File: src/rtl/spif_pkg.sv
package spif_pkg;

    localparam int unsigned BUS_W = 32;
    localparam int unsigned LANES = BUS_W / 8;

    localparam logic [4:0] ADR_MODE = 5'h00;
    localparam logic [4:0] ADR_EVT  = 5'h04;
    localparam logic [4:0] ADR_MASK = 5'h08;
    localparam logic [4:0] ADR_TXD  = 5'h0C;
    localparam logic [4:0] ADR_RXD  = 5'h10;

    // flag positions within the upper byte of the low half-word (bit - 8)
    localparam int FL_TXE  = 7;
    localparam int FL_DONE = 6;
    localparam int FL_RXT  = 5;
    localparam int FL_RXF  = 4;
    localparam int FL_TXT  = 3;
    localparam int FL_RNE  = 1;
    localparam int FL_TNF  = 0;
    localparam logic [7:0] FLAG_USED = 8'b1111_1011;

    localparam logic [5:0] TXTHR_RST = 6'd4;
    localparam logic [5:0] RXTHR_RST = 6'd15;

    typedef enum logic [1:0] {
        ST_OFF  = 2'd0,
        ST_IDLE = 2'd1,
        ST_RUN  = 2'd2
    } ctl_state_t;

    typedef struct packed {
        logic       en;
        logic       lp;
        logic [5:0] txthr;
        logic [5:0] rxthr;
    } mode_t;

    function automatic int size_bytes(logic [1:0] code);
        case (code)
            2'd0:    return 1;
            2'd1:    return 2;
            default: return 4;
        endcase
    endfunction

endpackage

File: src/rtl/spif_byte_fifo.sv
module spif_byte_fifo #(
    parameter int unsigned DEPTH = 32,
    parameter int unsigned LANES = 4,
    localparam int unsigned PW = $clog2(DEPTH),
    localparam int unsigned CW = PW + 1,
    localparam int unsigned NW = $clog2(LANES + 1)
) (
    input  logic               clk,
    input  logic               rst_n,
    input  logic               flush_i,
    input  logic [NW-1:0]      push_n_i,
    input  logic [LANES*8-1:0] push_data_i,
    input  logic [NW-1:0]      pop_n_i,
    output logic [LANES*8-1:0] peek_o,
    output logic [CW-1:0]      count_o
);

    logic [7:0]    mem [DEPTH];
    logic [PW-1:0] wr_q, rd_q;
    logic [CW-1:0] cnt_q;
    logic [CW-1:0] free;
    logic [NW-1:0] push_acc, pop_acc;

    always_comb begin
        free     = CW'(DEPTH) - cnt_q;
        push_acc = (CW'(push_n_i) <= free) ? push_n_i : '0;
        pop_acc  = (CW'(pop_n_i) <= cnt_q) ? pop_n_i : NW'(cnt_q);
    end

    always_ff @(posedge clk) begin
        if (!flush_i) begin
            for (int k = 0; k < int'(LANES); k++) begin
                if (NW'(k) < push_acc) begin
                    mem[wr_q + PW'(k)] <= push_data_i[8*k +: 8];
                end
            end
        end
    end

    always_ff @(posedge clk or negedge rst_n) begin
        if (!rst_n) begin
            wr_q  <= '0;
            rd_q  <= '0;
            cnt_q <= '0;
        end else if (flush_i) begin
            wr_q  <= '0;
            rd_q  <= '0;
            cnt_q <= '0;
        end else begin
            wr_q  <= wr_q + PW'(push_acc);
            rd_q  <= rd_q + PW'(pop_acc);
            cnt_q <= cnt_q + CW'(push_acc) - CW'(pop_acc);
        end
    end

    always_comb begin
        for (int k = 0; k < int'(LANES); k++) begin
            peek_o[8*k +: 8] = (CW'(k) < cnt_q) ? mem[rd_q + PW'(k)] : 8'h00;
        end
    end

    assign count_o = cnt_q;

    // occupancy never exceeds capacity
    p_cnt_bound_r1: assert property (@(posedge clk) disable iff (!rst_n)
        cnt_q <= CW'(DEPTH));

    // a push into a full queue changes nothing
    p_no_overflow_r11: assert property (@(posedge clk) disable iff (!rst_n)
        (cnt_q == CW'(DEPTH) && pop_n_i == '0 && push_n_i != '0 && !flush_i)
        |=> cnt_q == CW'(DEPTH));

    // a pop from an empty queue leaves it empty
    p_no_underflow_r11: assert property (@(posedge clk) disable iff (!rst_n)
        (cnt_q == '0 && push_n_i == '0 && pop_n_i != '0 && !flush_i)
        |=> cnt_q == '0);

    // flush empties the queue
    p_flush_empties_r10: assert property (@(posedge clk) disable iff (!rst_n)
        flush_i |=> cnt_q == '0);

endmodule

File: src/rtl/spif_ctl_fsm.sv
module spif_ctl_fsm
    import spif_pkg::*;
(
    input  logic       clk,
    input  logic       rst_n,
    input  logic       enable_i,
    input  logic       tx_pending_i,
    input  logic       done_i,
    output ctl_state_t state_o,
    output logic       busy_o
);

    ctl_state_t state_q, state_d;

    always_ff @(posedge clk or negedge rst_n) begin
        if (!rst_n) begin
            state_q <= ST_OFF;
        end else begin
            state_q <= state_d;
        end
    end

    always_comb begin
        state_d = state_q;
        unique case (state_q)
            ST_OFF: begin
                if (enable_i) state_d = ST_IDLE;
            end
            ST_IDLE: begin
                if (!enable_i)         state_d = ST_OFF;
                else if (tx_pending_i) state_d = ST_RUN;
            end
            ST_RUN: begin
                if (!enable_i)   state_d = ST_OFF;
                else if (done_i) state_d = ST_IDLE;
            end
            default: state_d = ST_OFF;
        endcase
    end

    always_comb begin
        state_o = state_q;
        busy_o  = (state_q == ST_RUN);
    end

    // a cleared enable forces OFF on the next cycle
    p_off_when_disabled_r10: assert property (@(posedge clk) disable iff (!rst_n)
        !enable_i |=> state_q == ST_OFF);

    // RUN is held until a done pulse or disable
    p_run_holds_r12: assert property (@(posedge clk) disable iff (!rst_n)
        (state_q == ST_RUN && enable_i && !done_i) |=> busy_o);

endmodule

File: src/rtl/spif_regs.sv
module spif_regs
    import spif_pkg::*;
#(
    parameter int unsigned DEPTH = 32,
    localparam int unsigned CW = $clog2(DEPTH) + 1
) (
    input  logic          clk,
    input  logic          rst_n,
    input  logic          wr_mode_i,
    input  logic          wr_evt_i,
    input  logic          wr_mask_i,
    input  logic [31:0]   wdata_i,
    input  logic          done_i,
    input  logic [CW-1:0] rx_cnt_i,
    input  logic [CW-1:0] tx_cnt_i,
    output mode_t         mode_o,
    output logic [31:0]   mode_word_o,
    output logic [31:0]   evt_o,
    output logic [31:0]   mask_o,
    output logic          irq_o
);

    mode_t         mode_q;
    logic [7:0]    flg_q, mask_q;
    logic [7:0]    cond, clr;
    logic [CW-1:0] tx_free;
    logic          unused_wdata;

    assign unused_wdata = ^{wdata_i[29:16], wdata_i[7:6]};

    always_ff @(posedge clk or negedge rst_n) begin
        if (!rst_n) begin
            mode_q <= '{en: 1'b0, lp: 1'b0, txthr: TXTHR_RST, rxthr: RXTHR_RST};
        end else if (wr_mode_i) begin
            mode_q <= '{en: wdata_i[31], lp: wdata_i[30],
                        txthr: wdata_i[13:8], rxthr: wdata_i[5:0]};
        end
    end

    always_comb begin
        tx_free          = CW'(DEPTH) - tx_cnt_i;
        cond             = '0;
        cond[FL_TXE]     = (tx_cnt_i == '0);
        cond[FL_DONE]    = done_i;
        cond[FL_RXT]     = int'(rx_cnt_i) > int'(mode_q.rxthr);
        cond[FL_RXF]     = (rx_cnt_i == CW'(DEPTH));
        cond[FL_TXT]     = int'(tx_free) > int'(mode_q.txthr);
        cond[FL_RNE]     = (rx_cnt_i != '0);
        cond[FL_TNF]     = (tx_free != '0);
        clr              = wr_evt_i ? (wdata_i[15:8] & FLAG_USED) : 8'h00;
    end

    always_ff @(posedge clk or negedge rst_n) begin
        if (!rst_n) begin
            flg_q  <= '0;
            mask_q <= '0;
        end else begin
            flg_q <= (flg_q & ~clr) | (mode_q.en ? cond : 8'h00);
            if (wr_mask_i) mask_q <= wdata_i[15:8] & FLAG_USED;
        end
    end

    always_comb begin
        mode_o       = mode_q;
        mode_word_o  = {mode_q.en, mode_q.lp, 16'h0000, mode_q.txthr, 2'b00, mode_q.rxthr};
        evt_o        = '0;
        evt_o[24 +: CW] = rx_cnt_i;
        evt_o[16 +: CW] = tx_free;
        evt_o[15:8]  = flg_q;
        mask_o       = {16'h0000, mask_q, 8'h00};
        irq_o        = |(flg_q & mask_q);
    end

    // an enabled done pulse is recorded
    p_done_latched_r3: assert property (@(posedge clk) disable iff (!rst_n)
        (mode_q.en && done_i) |=> flg_q[FL_DONE]);

    // write-one clears the done flag when no new pulse arrives
    p_w1c_done_r4: assert property (@(posedge clk) disable iff (!rst_n)
        (wr_evt_i && wdata_i[8 + FL_DONE] && !done_i) |=> !flg_q[FL_DONE]);

    // no flag appears while disabled
    p_quiet_when_off_r10: assert property (@(posedge clk) disable iff (!rst_n)
        (!mode_q.en && !wr_mode_i && flg_q == '0) |=> flg_q == '0);

endmodule

File: src/rtl/spif_event_unit.sv
module spif_event_unit
    import spif_pkg::*;
#(
    parameter int unsigned DEPTH = 32
) (
    input  logic        clk,
    input  logic        rst_n,
    input  logic        bus_sel_i,
    input  logic        bus_wr_i,
    input  logic [4:0]  bus_addr_i,
    input  logic [1:0]  bus_size_i,
    input  logic [31:0] bus_wdata_i,
    output logic [31:0] bus_rdata_o,
    input  logic        tx_pop_i,
    output logic [7:0]  tx_byte_o,
    output logic        tx_avail_o,
    input  logic        rx_push_i,
    input  logic [7:0]  rx_byte_i,
    input  logic        done_i,
    output logic        enable_o,
    output logic        loop_o,
    output logic        busy_o,
    output logic        irq_o
);

    localparam int unsigned CW = $clog2(DEPTH) + 1;
    localparam int unsigned NW = $clog2(LANES + 1);

    int                 nb;
    logic               wr_any, rd_any;
    logic [NW-1:0]      tx_push_n, rx_pop_n, tx_pop_n, rx_push_n;
    logic [LANES*8-1:0] tx_lanes, tx_peek, rx_peek, rx_lanes;
    logic [CW-1:0]      tx_cnt, rx_cnt;
    mode_t              mode;
    logic [31:0]        mode_word, evt_word, mask_word;
    ctl_state_t         state;
    logic               unused_tx_peek;

    assign unused_tx_peek = ^tx_peek[LANES*8-1:8];

    always_comb begin
        nb       = size_bytes(bus_size_i);
        wr_any   = bus_sel_i && bus_wr_i;
        rd_any   = bus_sel_i && !bus_wr_i;
        tx_push_n = (wr_any && bus_addr_i == ADR_TXD) ? NW'(nb) : '0;
        rx_pop_n  = (rd_any && bus_addr_i == ADR_RXD) ? NW'(nb) : '0;
        tx_pop_n  = tx_pop_i ? NW'(1) : '0;
        rx_push_n = (rx_push_i && mode.en) ? NW'(1) : '0;
        rx_lanes  = {{(LANES*8-8){1'b0}}, rx_byte_i};
        tx_lanes  = '0;
        for (int k = 0; k < int'(LANES); k++) begin
            if (k < nb) tx_lanes[8*k +: 8] = bus_wdata_i[8*(nb-1-k) +: 8];
        end
    end

    spif_byte_fifo #(.DEPTH(DEPTH), .LANES(LANES)) u_txq (
        .clk         (clk),
        .rst_n       (rst_n),
        .flush_i     (!mode.en),
        .push_n_i    (tx_push_n),
        .push_data_i (tx_lanes),
        .pop_n_i     (tx_pop_n),
        .peek_o      (tx_peek),
        .count_o     (tx_cnt)
    );

    spif_byte_fifo #(.DEPTH(DEPTH), .LANES(LANES)) u_rxq (
        .clk         (clk),
        .rst_n       (rst_n),
        .flush_i     (!mode.en),
        .push_n_i    (rx_push_n),
        .push_data_i (rx_lanes),
        .pop_n_i     (rx_pop_n),
        .peek_o      (rx_peek),
        .count_o     (rx_cnt)
    );

    spif_regs #(.DEPTH(DEPTH)) u_regs (
        .clk         (clk),
        .rst_n       (rst_n),
        .wr_mode_i   (wr_any && bus_addr_i == ADR_MODE),
        .wr_evt_i    (wr_any && bus_addr_i == ADR_EVT),
        .wr_mask_i   (wr_any && bus_addr_i == ADR_MASK),
        .wdata_i     (bus_wdata_i),
        .done_i      (done_i),
        .rx_cnt_i    (rx_cnt),
        .tx_cnt_i    (tx_cnt),
        .mode_o      (mode),
        .mode_word_o (mode_word),
        .evt_o       (evt_word),
        .mask_o      (mask_word),
        .irq_o       (irq_o)
    );

    spif_ctl_fsm u_fsm (
        .clk          (clk),
        .rst_n        (rst_n),
        .enable_i     (mode.en),
        .tx_pending_i (tx_cnt != '0),
        .done_i       (done_i),
        .state_o      (state),
        .busy_o       (busy_o)
    );

    always_comb begin
        bus_rdata_o = '0;
        case (bus_addr_i)
            ADR_MODE: bus_rdata_o = mode_word;
            ADR_EVT:  bus_rdata_o = evt_word;
            ADR_MASK: bus_rdata_o = mask_word;
            ADR_RXD: begin
                for (int k = 0; k < int'(LANES); k++) begin
                    if (k < nb) bus_rdata_o[8*(nb-1-k) +: 8] = rx_peek[8*k +: 8];
                end
            end
            default: bus_rdata_o = '0;
        endcase
    end

    assign tx_byte_o  = tx_peek[7:0];
    assign tx_avail_o = (tx_cnt != '0);
    assign enable_o   = mode.en;
    assign loop_o     = mode.lp;

    // busy only outside OFF
    p_busy_needs_enable_r12: assert property (@(posedge clk) disable iff (!rst_n)
        busy_o |-> state != ST_OFF);

    // a disabled unit holds both queues empty on the next cycle
    p_flushed_when_off_r10: assert property (@(posedge clk) disable iff (!rst_n)
        !mode.en |=> (tx_cnt == '0 && rx_cnt == '0));

endmodule

File: config.mk
export PLATFORM = sky130hd
export DESIGN_NAME = spif_event_unit
export DESIGN_NICKNAME = d
export VERILOG_FILES = /design/src/rtl/spif_pkg.sv /design/src/rtl/spif_byte_fifo.sv /design/src/rtl/spif_ctl_fsm.sv /design/src/rtl/spif_regs.sv /design/src/rtl/spif_event_unit.sv
export SDC_FILE = /design/constraint.sdc
export NUM_CORES = 2
export LEC_CHECK = 0
export BUFFER_PORTS_ARGS = -buffer_cell sky130_fd_sc_hd__buf_2
export CAP_MARGIN = 25
export CORE_MARGIN = 1.5
export CORE_UTILIZATION = 30
export CTS_BUF_LIST = sky130_fd_sc_hd__clkbuf_2 sky130_fd_sc_hd__clkbuf_4 sky130_fd_sc_hd__clkbuf_8
export DETAILED_ROUTE_END_ITERATION = 6
export GPL_TIMING_DRIVEN = 0
export PLACE_DENSITY = 0.53
export SLEW_MARGIN = 20
export SYNTH_ARGS = -nofsm -noshare
export SYNTH_HDL_FRONTEND = slang
export SYNTH_HIERARCHICAL = 1
export SYNTH_SLANG_ARGS = --single-unit
File: constraint.sdc
create_clock -name clk -period 6 [get_ports clk]
set_input_delay 1.2 -clock clk [delete_from_list [all_inputs] [get_ports clk]]
set_output_delay 1.2 -clock clk [all_outputs]
set_load 0.01 [all_outputs]
==> impl_metrics.json <==
{
  "outcome": "finished, violations left",
  "violations": "design-rule violations, max-slew violations, negative setup slack",
  "track_usage_pct": 38.2,
  "detail_route.wirelength_mm": 355,
  "die-height_um": 424,
  "drt-pass1-iter-count": 7,
  "floorplan.die.width_um": 424,
  "timing_worst_setup_path_type": "register to output port",
  "core_um2": 176000,
  "netSwitchingFraction_pct": 41.5,
  "via_count_of_the_first_global_routing_pass": 52200,
  "max-vdd-ir-drop_uv": 181,
  "grt_start_max_net_pins": 44,
  "grt_first_pass_wirelength_mm": 469,
  "finalClockSkew_ns": 0.0748,
  "cts_tree": "yes",
  "viasPerCell": 6.79,
  "area_growth_syn_to_layout_pct": 13.8,
  "nFillCells": 18200,
  "cts-root-to-sink-buffers": 3,
  "setup_viol_count_final": 6,
  "mappedNetlistArea_um2": 53200,
  "port_buffers": 96,
  "gp_congestion": 1.14,
  "endpoint_type_of_the_worst_setup_path": "output port",
  "cts.sinks": 574,
  "route.met3.wl_mm": 57.4,
  "finalNetCount": 6057,
  "worst_setup_path_start_kind": "register",
  "hold_viol": 0,
  "detailroute.wirelength.met2_mm": 138,
  "dp.cells": 8155,
  "power.internal_w": 0.00853,
  "cts_htree_levels": 3,
  "timing.critical_path.required_ns": 4.80,
  "seqCellArea_um2": 16900,
  "initial_core_util_pct": 30.2,
  "root_buffer": "clkbuf_8",
  "route.detailed.drc": 2,
  "initial_antenna_violation_count": 40,
  "grt-ovfl-total": 0,
  "seqPwrFrac_pct": 31.9,
  "drive_gt1_share_pct": 23.3,
  "final_critical_path_setup_slack_ns": -0.0771,
  "floorplan.rows": 154,
  "detailedPlace.worstSlack_ns": -2.58,
  "holdCritPathClass": "input port to asynchronous set/reset pin",
  "post-route-period-util_pct": 101,
  "post_drt_wl_per_cell_um": 42.4,
  "postRouteAntennaNets": 0,
  "timing.setup.tns_ns": -0.270,
  "p_comb_share_pct": 38.7,
  "postSynthAreaPerCell_um2": 9.56,
  "final_cell_count_no_fill": 8371,
  "design.die.area_um2": 180000,
  "worst_slew_margin_rel_pct": -23.5,
  "synth.yosys.warnings": 6,
  "maxSlewViolCount": 14,
  "critPathMaxFanout": 8,
  "final_hpwl_dp_mm": 279,
  "tightest_slew_ns": 1.84,
  "cts_buffers": 103,
  "max_layer_used": "met5",
  "post-route-cell-area_um2": 60500,
  "clock_power_share_pct": 29.3,
  "leakagePower_nw": 20.3,
  "postSynthCellCount": 5565,
  "timing.final.crit_period_ns": 6.08,
  "netSwitchingPower_w": 0.00604,
  "cp.arrival_ns": 4.88,
  "drt_iter0_drc": 9869,
  "power_density_over_the_cells_nw_per_um2": 241,
  "clk_pin_slew_worst_paths_ns": 0.06,
  "wl_met1_mm": 133,
  "maxCapViolations": 0,
  "insertion_delay_ns": 0.92,
  "dpl-instance-area_um2": 57500,
  "total_number_of_vias": 56900,
  "total_area_of_multi_input_combinational_cells_um2": 33300,
  "boundaryPins": 99,
  "achievable-frequency_ghz": 0.165,
  "finalCoreUtilization_pct": 34.4
}
state kept, by name, indices dropped and copies added (netlist names):
register,cells
u_fsm/state_o,2
u_regs/flg_q,7
u_regs/mask_q,7
u_regs/mode_o,14
u_rxq/count_o,6
u_rxq/mem,256
u_rxq/rd_q,5
u_rxq/wr_q,5
u_txq/count_o,6
u_txq/mem,256
u_txq/rd_q,5
u_txq/wr_q,5
layout by cell type (no fill, tap or decap), types with 71 or more instances in the layout:
cell type	instances
clkbuf_8	109
buf_2	269
clkbuf_1	284
a21oi_1	189
edfxtp_1	512
mux4_2	392
o21ai_1	240
o22ai_1	269
nor2b_1	71
nand3_1	73
a22o_1	78
inv_1	111
nand2_1	682
mux2i_1	85
o221a_2	74
conb_1	127
buf_4	135
nor2_1	520
o21ai_0	252
a22oi_1	140
power groups by stage:
stage / clock network (W) / logic [W] / registers, W
after global routing: 0.00448 / 0.00573 / 0.00466
after detailed placement: 0 / 0.00507 / 0.00473
after global placement: 0 / 0.00502 / 0.00472
after CTS: 0.00433 / 0.00514 / 0.00464
after floorplan: 0 / 0.00308 / 0.00465
final: 0.00428 / 0.00564 / 0.00465
critical path, stage by stage, from the launching register on:
cell and delay [ns]:
dfrtp_1 0.35, clkbuf_1 0.40, buf_6 0.25, buf_2 0.32, buf_2 0.21, clkdlybuf4s15_1 0.83
mux4_2 0.58, mux4_2 0.59, mux2i_1 0.22, nor2_1 0.06, buf_2 0.16
routing by layer:
layer	GRT usage (%)	vias to the layer above
met5	0.847	-
li1	-	22200
met3	19.1	1230
met2	51.7	5276
met1	48.3	28100
met4	22.1	28
repair_timing:
action / in CTS / in global routing
hold endpoints to repair: 0 / 0
buffers inserted: 4 / 0
endpoints found under the setup margin: 333 / 9
hold buffers: 0 / 0
resized for setup: 150 / 9
pin swaps: 6 / 1
through the flow:
| stage | hold slack, ns | total power, W |
|---|---|---|
| after CTS | 0.176 | 0.0141 |
| after detailed placement | 0.492 | 0.00979 |
| after floorplan | 0.458 | 0.00773 |
| after global routing | 0.222 | 0.0149 |
| final | 0.230 | 0.0146 |
| after global placement | 0.490 | 0.00974 |
area by class of cell:
type / count / area share, %
buffer: 683 / 6.19
sequential: 574 / 28.0
clock inverter: 65 / 1.14
tap: 2340 / 4.84
antenna: 20 / 0.0827
multi-input combinational: 4311 / 55.0
clock buffer: 127 / 2.65
inverter: 116 / 0.719
timing repair buffer: 135 / 1.41
worst paths after layout:
check                                                start                            to  slack, ns  cells after the start
worst max-delay path               u_txq/rd_q[0]$_DFF_PN0_                  tx_byte_o[6]      -0.08                     10
worst min-delay path                                 rst_n       u_rxq/wr_q[4]$_DFF_PN0_       0.23                      1
worst max register to register  u_rxq/count_o[1]$_DFF_PN0_    u_rxq/count_o[4]$_DFF_PN0_       0.26                     18
worst min register to register   u_regs/flg_q[1]$_DFF_PN0_     u_regs/flg_q[1]$_DFF_PN0_       0.52                      2
max in group asynchronous                            rst_n  u_regs/mode_o[8]$_DFFE_PN1P_       4.98                      2
min in group clk                 u_regs/flg_q[1]$_DFF_PN0_     u_regs/flg_q[1]$_DFF_PN0_       0.52                      2
(Power assumes the default switching activity.)
